<file path="config.mk">
export PLATFORM = sky130hd
export DESIGN_NAME = thread_prio_ctx
export DESIGN_NICKNAME = d
export VERILOG_FILES = /design/src/rtl/tpc_pkg.sv /design/src/rtl/tpc_prio_enc.sv /design/src/rtl/tpc_prio_dec.sv /design/src/rtl/thread_prio_ctx.sv
export SDC_FILE = /design/constraint.sdc
export NUM_CORES = 1
export LEC_CHECK = 0
export BUFFER_PORTS_ARGS = -buffer_cell sky130_fd_sc_hd__buf_4
export CORE_MARGIN = 2
export CORE_UTILIZATION = 51
export DETAILED_ROUTE_END_ITERATION = 10
export PLACE_DENSITY_LB_ADDON = 0.3
export SLEW_MARGIN = 20
export SYNTH_ARGS = -nofsm -noshare
export SYNTH_HDL_FRONTEND = slang
export SYNTH_SLANG_ARGS = --single-unit
</file>
<file path="constraint.sdc">
create_clock -name clk -period 8.76 [get_ports clk]
set_input_delay 0.876 -clock clk [delete_from_list [all_inputs] [get_ports clk]]
set_output_delay 0.876 -clock clk [all_outputs]
set_load 0.02 [all_outputs]
</file>
<file path="src/rtl/tpc_pkg.sv">
package tpc_pkg;
    localparam int PRIO_W     = 8;
    localparam int NUM_PRIO   = 8;
    localparam int EO_BIT     = 7;
    localparam logic [PRIO_W-1:0] NO_PENDING = '1;
endpackage

</file>
<file path="src/rtl/tpc_prio_enc.sv">
module tpc_prio_enc #(
    parameter int N = 8,
    parameter int W = 8
) (
    input  logic [N-1:0] vec,
    output logic [W-1:0] prio
);
    always_comb begin
        prio = '1;
        for (int i = N - 1; i >= 0; i--) begin
            if (vec[i]) prio = W'(i);
        end
    end
endmodule

</file>
<file path="src/rtl/tpc_prio_dec.sv">
module tpc_prio_dec #(
    parameter int N = 8,
    localparam int IW = $clog2(N)
) (
    input  logic          en,
    input  logic [IW-1:0] idx,
    output logic [N-1:0]  onehot
);
    genvar g;
    generate
        for (g = 0; g < N; g++) begin : g_bit
            assign onehot[g] = en && (idx == IW'(g));
        end
    endgenerate
endmodule

</file>
<file path="src/rtl/thread_prio_ctx.sv">
module thread_prio_ctx #(
    parameter int NUM_PRIO = tpc_pkg::NUM_PRIO,
    parameter int PRIO_W   = tpc_pkg::PRIO_W,
    localparam int IW      = $clog2(NUM_PRIO),
    localparam int RD_W    = 2 * PRIO_W
) (
    input  logic              clk,
    input  logic              rst_n,
    input  logic              post_valid,
    input  logic [IW-1:0]     post_prio,
    input  logic              cppr_wr,
    input  logic [PRIO_W-1:0] cppr_wdata,
    input  logic              ack_rd,
    output logic [RD_W-1:0]   ack_rdata,
    output logic              irq_o,
    output logic [NUM_PRIO-1:0] ipb_o,
    output logic [PRIO_W-1:0] pipr_o,
    output logic [PRIO_W-1:0] cppr_o
);
    typedef struct packed {
        logic [NUM_PRIO-1:0] ipb;
        logic [PRIO_W-1:0]   cppr;
        logic                eo;
    } ctx_t;

    ctx_t st_q, st_d;

    logic [NUM_PRIO-1:0] post_vec, clr_vec, ipb_mid, ipb_next;
    logic [PRIO_W-1:0]   pipr_cur, pipr_mid, pipr_next;
    logic                ack_take;

    assign ack_take = ack_rd && st_q.eo;

    tpc_prio_dec #(.N(NUM_PRIO)) u_post_dec (
        .en(post_valid), .idx(post_prio), .onehot(post_vec)
    );

    assign ipb_mid = st_q.ipb | post_vec;

    tpc_prio_enc #(.N(NUM_PRIO), .W(PRIO_W)) u_enc_cur (
        .vec(st_q.ipb), .prio(pipr_cur)
    );

    tpc_prio_enc #(.N(NUM_PRIO), .W(PRIO_W)) u_enc_mid (
        .vec(ipb_mid), .prio(pipr_mid)
    );

    tpc_prio_dec #(.N(NUM_PRIO)) u_clr_dec (
        .en(ack_take), .idx(pipr_mid[IW-1:0]), .onehot(clr_vec)
    );

    assign ipb_next = ipb_mid & ~clr_vec;

    tpc_prio_enc #(.N(NUM_PRIO), .W(PRIO_W)) u_enc_next (
        .vec(ipb_next), .prio(pipr_next)
    );

    // Next-state process: post merged first, then acknowledge, then write.
    always_comb begin
        st_d     = st_q;
        st_d.ipb = ipb_next;
        if (ack_take) begin
            st_d.cppr = pipr_mid;
        end else if (cppr_wr) begin
            st_d.cppr = cppr_wdata;
        end
        st_d.eo = (pipr_next < st_d.cppr);
    end

    always_ff @(posedge clk) begin
        if (!rst_n) begin
            st_q.ipb  <= '0;
            st_q.cppr <= '0;
            st_q.eo   <= 1'b0;
        end else begin
            st_q <= st_d;
        end
    end

    always_comb begin
        ack_rdata = '0;
        if (ack_rd) begin
            ack_rdata[PRIO_W-1:0]         = st_q.cppr;
            ack_rdata[PRIO_W + tpc_pkg::EO_BIT] = st_q.eo;
        end
    end

    assign irq_o  = st_q.eo;
    assign ipb_o  = st_q.ipb;
    assign pipr_o = pipr_cur;
    assign cppr_o = st_q.cppr;
endmodule

</file>
==> flow_metrics.env <==
export IMPL_sw_frac_of_total=0.440
export IMPL_max_freq_mhz=263
export IMPL_crit_fanout=11
export IMPL_placed_cell_area_um2=1630
export IMPL_cts_tree="yes"
export IMPL_reg2reg_from="ipb_o[2]"
export IMPL_cts_setup_buffers=0
export IMPL_final_cell_mix="buf_4, a21oi_1, nor2_1"
export IMPL_synthAdderAreaFrac=0.0666
export IMPL_multi_input_area_um2=858
export IMPL_min_path_type="reg2reg"
export IMPL_dp_hpwl_um=2620
export IMPL_die_x_um=54.8
export IMPL_p_leak_nw=0.775
export IMPL_grt_overflow=0
export IMPL_grt_pass1_wl_um=5350
export IMPL_root_buffer="clkbuf_4"
export IMPL_area_sequential_um2=340
export IMPL_grtUsageTotal=0.248
export IMPL_synth_area_leaders="dfxtp_1, a21oi_1, buf_4"
export IMPL_grt_max_degree=14
export IMPL_synth_top_area_cell="dfxtp_1"
export IMPL_worstHoldStart="cppr_o[2]"
export IMPL_rsz0062_at_grt="no"
export IMPL_yosys_area_share_simple=0.275
export IMPL_grt_pass1_vias=1209
export IMPL_vdd_drop_max_mv=0.149
export IMPL_power_switching_mw=0.144
export IMPL_setup_tns_ps=0
export IMPL_synth_top_area_frac=0.259
export IMPL_status="finished, final reports clean"
export IMPL_synth_cell_types=43
export IMPL_insertedDiodeCount=0
export IMPL_worstPathRequired_ps=9020
export IMPL_relSlewSlack=0.487
export IMPL_cp_top_family="simple AND/OR/NAND/NOR gates"
export IMPL_critPathSlowestCell="nor4bb_2"
export IMPL_cpMostUsedCell="o21ai_0"
export IMPL_antenna_found_initial=0
export IMPL_netlist_instances=163
export IMPL_muxShareOfSynthArea=0.0666
export IMPL_crit_start="ack_rd"
export IMPL_num_io_pins=57
export IMPL_p_clk_frac=0.141
export IMPL_drtPass1Iterations=4
export IMPL_intPower_mw=0.184
export IMPL_worstPathCellList="buf_4 > nand2_2 > or3_1 > nor2_2 > a22oi_1 > o21ai_0 > nor4bb_2 > ha_1 > a21oi_1 > nor2b_1 > o21ai_0 > nand4b_1 > a31oi_1 > a32o_2"
export IMPL_finalMaxSlewViolations=0
export IMPL_via_per_inst=5.76
export IMPL_syn_area_per_cell_um2=8.07
export IMPL_pwr_share_seq=0.292
export IMPL_drc_errors=0
export IMPL_routed_wl_um=3400
export IMPL_worst_path_buf_inv=1
export IMPL_final_setup_viol_count=0
export IMPL_core_area_um2=2450
export IMPL_core_rowCount=18
export IMPL_io_buffer_count=49
export IMPL_ys_async_sr_fraction=0
export IMPL_drt_wirelength_per_cell_um=14.4
export IMPL_synth_xor_area_frac=0
export IMPL_crit_type="in2reg"
export IMPL_die_area_um2=3000
export IMPL_syn_area_um2=1320
export IMPL_n_fill_cell=199
export IMPL_die_y_um=54.8
export IMPL_start_util=0.536
export IMPL_fin_crit_sh=0.434
export IMPL_worst_pin_slew_ps=758
export IMPL_pwr_share_comb=0.567
export IMPL_hold_ws_ps=695
export IMPL_synth_edff_count=0
export IMPL_end_kind="register"
export IMPL_synth_compound_area_frac=0.225
export IMPL_clockBufferDepth=2
export IMPL_drt_iter0_drc=36
export IMPL_p_per_area_nw_per_um2=197
export IMPL_arrival_ps=4070
export IMPL_ant_nets=0
export IMPL_place_congestion=0.941
export IMPL_fin_nets=231
export IMPL_clock_sinks=17
export IMPL_post_cts_resized=0
export IMPL_synthFlopType="dfxtp_1"
export IMPL_design_area_um2=1660
export IMPL_r2r_setup_slack_ps=5220
export IMPL_drive_gt1_frac=0.338
export IMPL_slowest_delay_ps=610
export IMPL_finalCriticalPeriod_ps=3800
export IMPL_synth_seq_cells=17
export IMPL_clk_pin_slew_worst_paths_ps=110
export IMPL_drv_cap=0
export IMPL_seq_area_frac_synth=0.259
export IMPL_ctsHoldBuffers=0
export IMPL_final_hold_viol_count=0
export IMPL_vias=1366
export IMPL_cts_buffers=3
export IMPL_area_growth_pct=26.5
export IMPL_synth_top_family_by_area="simple AND/OR/NAND/NOR gates"
export IMPL_cts_htree_levels=1
export IMPL_clk_latency_ps=310
export IMPL_layout_commonest_cell="buf_4"
export IMPL_synth_warnings=0
export IMPL_skew_ps=6.75
export IMPL_start_kind="primary input"
## path summary, 6_finish.rpt
| kind | endpoint | cells after the start |
|---|---|---|
| max | irq_o | 14 |
| min | cppr_o[2] | 3 |
| max reg2reg | irq_o | 13 |
| min reg2reg | cppr_o[2] | 3 |
## layout make-up
cell class	count	share of cell area
Clock buffer	3	0.0135
Timing Repair Buffer	49	0.221
Clock inverter	1	0.00451
Sequential cell	17	0.205
Inverter	8	0.0180
Multi-Input combinational cell	129	0.516
Tap cell	30	0.0226
## stage by stage
| stage | worst slack (ps) | power [mW] | utilization | cells |
|---|---|---|---|---|
| floorplan | 5270 | 0.231 | - | 169 |
| global placement | 4910 | 0.274 | 0.666 | 233 |
| detailed placement | 4700 | 0.280 | 0.666 | 233 |
| CTS | 4980 | 0.326 | 0.678 | 237 |
| global route | 4690 | 0.351 | 0.678 | 237 |
| finish | 4960 | 0.328 | 0.678 | 237 |
## kinds of logic (layout without fill, tap and decap cells)
kind of cell / Yosys count / count (layout)
AO/OA/AOI/OAI: 46 / 46
adder cells (fa/ha/maj): 7 / 7
buffers and inverters: 23 / 61
flip-flops: 17 / 17
multiplexers: 8 / 8
other: 1 / 7
AND/OR/NAND/NOR: 61 / 61
## power by group through the flow
stage	clock network, mW	registers (mW)	logic (mW)
2_1_floorplan	0	0.108	0.123
3_3_place_gp	0	0.0968	0.177
3_5_place_dp	0	0.0972	0.183
4_1_cts	0.0453	0.0955	0.185
5_1_grt	0.0496	0.0970	0.204
6_report	0.0463	0.0956	0.186
## per-layer routing
layer	up-vias	track usage	routed length (µm)	part of all wire
met5	-	0	0	0
met4	0	0.0958	48	0.014
met3	10	0.0437	255	0.075
met2	69	0.431	1720	0.50
met1	631	0.299	1380	0.41
li1	656	-	-	-
## tightest hold or removal path: cells and delay by family, from the launching register on
family	cells	cell delay (ps)
flip-flops	1	350
AO/OA/AOI/OAI	1	80
AND/OR/NAND/NOR	1	80
multiplexers	1	150
## registers in the layout, indices dropped and copies added, names as in the netlist
| register | count |
|---|---|
| ipb_o | 8 |
| cppr_o | 8 |
| irq_o | 1 |
## synthesized netlist by cell type (4+ instances only)
cell / n
buf_4: 12
dfxtp_1: 17
nand2_1: 6
ha_1: 7
nor3_1: 7
inv_1: 7
a31oi_1: 4
a21oi_1: 22
mux2_2: 6
and2_1: 11
nor2_1: 19
o21ai_0: 8
(Power assumes the default switching activity.)
